### config.mk
export PLATFORM = sky130hd
export DESIGN_NAME = sfc_front
export DESIGN_NICKNAME = d
export VERILOG_FILES = /design/src/rtl/sfc_sync.sv /design/src/rtl/sfc_front.sv
export SDC_FILE = /design/constraint.sdc
export NUM_CORES = 1
export LEC_CHECK = 0
export ABC_AREA = 0
export BUFFER_PORTS_ARGS = -buffer_cell sky130_fd_sc_hd__clkbuf_2
export CORE_AREA = 3 3 40 42
export CTS_CLUSTER_DIAMETER = 40
export DETAILED_ROUTE_END_ITERATION = 8
export DIE_AREA = 0 0 43 45
export PLACE_DENSITY = 0.46
export SLEW_MARGIN = 5
export SYNTH_ARGS = -nofsm -noshare
export SYNTH_HDL_FRONTEND = slang
export SYNTH_SLANG_ARGS = --single-unit
### constraint.sdc
create_clock -name clk -period 1.05 [get_ports clk]
set_clock_uncertainty 0.1 [all_clocks]
set_input_delay 0.1575 -clock clk [delete_from_list [all_inputs] [get_ports clk]]
set_output_delay 0.1575 -clock clk [all_outputs]
set_load 0.03 [all_outputs]
### src/rtl/sfc_sync.sv
module sfc_sync #(
   parameter int          W       = 1,
   parameter int          STAGES  = 2,
   parameter logic [W-1:0] RST_VAL = '0
) (
   input  logic         clk,
   input  logic         rst_n,
   input  logic [W-1:0] d,
   output logic [W-1:0] q
);
   generate
      if (STAGES == 0) begin : g_bypass
         assign q = d;
      end else begin : g_chain
         logic [W-1:0] stg [STAGES];
         always_ff @(posedge clk or negedge rst_n) begin
            if (!rst_n) begin
               for (int i = 0; i < STAGES; i++) stg[i] <= RST_VAL;
            end else begin
               stg[0] <= d;
               for (int i = 1; i < STAGES; i++) stg[i] <= stg[i-1];
            end
         end
         assign q = stg[STAGES-1];
      end
   endgenerate
endmodule

### src/rtl/sfc_front.sv
module sfc_front #(
   parameter int SYNC_STAGES = 2
) (
   input  logic clk,
   input  logic rst_n,
   input  logic cs_n_i,
   input  logic sclk_i,
   input  logic si_i,
   output logic cs_hi,
   output logic cs_fall,
   output logic cs_rise,
   output logic bit_stb,
   output logic bit_val
);
   logic [2:0] raw_in, syn_out;
   logic       cs_s, sclk_s, si_s;
   logic       cs_q, sclk_q;

   assign raw_in = {cs_n_i, sclk_i, si_i};

   sfc_sync #(.W(3), .STAGES(SYNC_STAGES), .RST_VAL(3'b100)) u_sync (
      .clk  (clk),
      .rst_n(rst_n),
      .d    (raw_in),
      .q    (syn_out)
   );

   assign {cs_s, sclk_s, si_s} = syn_out;

   always_ff @(posedge clk or negedge rst_n) begin
      if (!rst_n) begin
         cs_q   <= 1'b1;
         sclk_q <= 1'b0;
      end else begin
         cs_q   <= cs_s;
         sclk_q <= sclk_s;
      end
   end

   assign cs_hi   = cs_s;
   assign cs_fall = cs_q & ~cs_s;
   assign cs_rise = ~cs_q & cs_s;
   assign bit_stb = ~cs_s & sclk_s & ~sclk_q;
   assign bit_val = si_s;
endmodule

==> run_results.csv <==
group,metric,value,unit
run_status,outcome,"finished with violations",
synth,synth_area_leaders,"dfrtp_1 54%, dfstp_2 34%, nor3b_2 5.4%",
sta,rsz0062_at_grt,"true",
pwr,p_seq_frac,0.513,
synth,synth_nets,16,
synth,synth_top_cell_area_share,0.5405,
floorplan,rows,13,
floorplan,ios,10,
synth,netlist-cell-type-count,5,
finish,register_area,203.9,µm²
synth,avgSynthCellArea,21.04,µm²
finish,num-fill-cells,131,
synth,synth_area,231.5,µm²
grt,grt_first_pass_wirelength,607,µm
sta,fin_ws,-325.4,ps
clock_network,path_clk_slew,50,ps
grt,grt_max_degree,9,
clock_network,clock_sinks,8,
clock_network,clk_path_buf_depth,2,
finish,final_net_count,35,
synth,synthCells,11,
drt,firstDrtPassIters,2,
grt,track_usage,0.04802,
worst_setup_path,setup.worst_path.end_class,"output pin",
drt,post-route-drc-count,0,
placement,gp_congestion,0.5510,
pwr,power.density,1567,nW/µm²
clock_network,h-tree-depth,1,
clock_network,numCtsBuffers,3,
floorplan,core,1285,µm²
pwr,ir_drop,0.5468,mV
finish,multi_input_area,30.03,µm²
drt,wire_per_inst,8.091,µm
finish,diodes,0,
floorplan,start_util,0.1801,
worst_setup_path,cp_cell_sequence,"and2b_2 > buf_8",
grt,antenna_found_initial,0,
clock_network,cts_root_buffer,"clkbuf_4",
worst_setup_path,startpoint_type,"flip-flop",
drt,drt_iter0_drc,1,
sta,period_needed,1375,ps
pwr,p_leak,0.1902,nW
sta,fin_crit_sh,1.310,
drt,viasPerCell,3.523,
sta,max_slew_margin,0.8742,
pwr,switching_share,0.2107,
sta,fmax,0.7271,GHz
worst_setup_path,crit_path_start,"cs_q$_DFF_PN1_",
placement,post-place-ws,-103.6,ps
pwr,clkPwrFrac,0.366,
sta,worstMarginPinSlew,188.8,ps
sta,slew_violations,0,
clock_network,cts_tree,"yes",
pwr,p_sw,0.0001384,W
drt,drtAntennaViolNets,0,
finish,syn2layout_area_growth,81.08,%
drt,wirelength,356,µm
run_status,violations,"setup timing",
pwr,combPwrFrac,0.121,
min_path,min_path_type,"input port to asynchronous set/reset pin",
floorplan,die_y,45,µm
finish,final_common_cell,"dfrtp_1",
placement,io_buffers,9,
finish,drive_above_1_share,0.6552,
synth,ys.warnings.count,0,
worst_setup_path,crit_required,790,ps
finish,final_cell_mix,"5 x dfrtp_1, 4 x dlygate4sd3_1, 4 x clkbuf_2",
drt,vias,155,
synth,ys_seq_elements,8,
synth,synth_area_leader_cell,"dfrtp_1",
sta,hold_viol_final,0,
worst_setup_path,worst-setup-path-type,"flip-flop to output pin",
clock_network,clk_latency,240,ps
run,drv_cap,0,
grt,grt_pass1_vias,160,
sta,finalSetupViolCount,4,
worst_setup_path,slowest_stage,"dfstp_2",
grt,grt_overflow,0,
synth,seq_area_frac_synth,0.8811,
pwr,p_int,0.0005185,W
floorplan,dieArea,1935,µm²
floorplan,fp.dieW,43,µm
worst_setup_path,r2r-start,"u_sync.q[2]$_DFF_PN1_",
worst_setup_path,cp.arrival,1120,ps
sta,hold_ws,179.9,ps
worst_setup_path,slowest_delay,520,ps
worst_setup_path,cp_max_fo,2,
## metal layers
metal,vias up,share of wire,GRT usage
li1,71,-,-
met4,0,0,0.05422
met5,-,0,0
met2,9,0.54,0.06587
met3,0,0.11,0.03586
met1,75,0.35,0.04239
## final timing paths
| path | slack, ps | cells after the start | end |
|---|---|---|---|
| max | -330 | 2 | cs_rise |
| min | 180 | 2 | u_sync.g_chain.stg[3]$_DFF_PN0_ |
| max reg2reg | 310 | 0 | cs_q$_DFF_PN1_ |
| min reg2reg | 250 | 0 | u_sync.q[1]$_DFF_PN0_ |
| max in group asynchronous | 420 | 2 | u_sync.q[2]$_DFF_PN1_ |
| min in group clk | 250 | 0 | u_sync.q[1]$_DFF_PN0_ |
## critical path: cells and delay by family (launching register included)
family	cells	cell delay (ps)
buffers and inverters	1	130
and+or+nand+nor	1	220
DFF	1	520
## cell usage after synthesis, drive strengths merged
library cell  instances
dfrtp                 5
nor3b                 1
nor2b                 1
dfstp                 3
and2b                 1
## cell type report
class | instances | area share
multi-input cells | 3 | 0.07164
clock buffers | 4 | 0.06269
repair buffers | 14 | 0.3343
well taps | 15 | 0.04478
flip-flops and latches | 8 | 0.4866
## power by group through the flow
stage               combinational (W)  sequential [W]  clock (W)
floorplan                   0.0000178        0.000348          0
global placement            0.0000472        0.000340          0
detailed placement          0.0000480        0.000341          0
CTS                         0.0000711        0.000337   0.000257
global route                0.0000861        0.000339   0.000271
finish                      0.0000795        0.000337   0.000240
## logic make-up after synthesis
family           share of synthesized area
AND/OR/NAND/NOR                     0.1189
flip-flops                          0.8811
## registers in the layout, summed over array words and instances, names as in the netlist
signal and cells:
u_sync.g_chain.stg 3, u_sync.q 3, sclk_q 1, cs_q 1
## through the flow
step | std cells | setup TNS (ps) | power (W) | cell area, µm² | util
after floorplan | 11 | -241.6 | 0.0003660 | 234.0 | -
after global placement | 35 | -108.2 | 0.0003876 | 297.8 | 0.2317
after detailed placement | 35 | -132.6 | 0.0003893 | 297.8 | 0.2317
after CTS | 43 | -1116 | 0.0006652 | 399.1 | 0.3106
after global routing | 44 | -1300 | 0.0006960 | 419.2 | 0.3262
final | 44 | -1077 | 0.0006569 | 419.2 | 0.3262
## what timing repair did
item,4_1_cts,5_1_grt
setup endpoints to repair,4,5
resized for setup,8,7
pin swaps,1,0
setup buffers,0,1
endpoints found under the hold margin,11,0
hold buffers,4,0
Note: power is estimated with default switching activity, not from simulation.
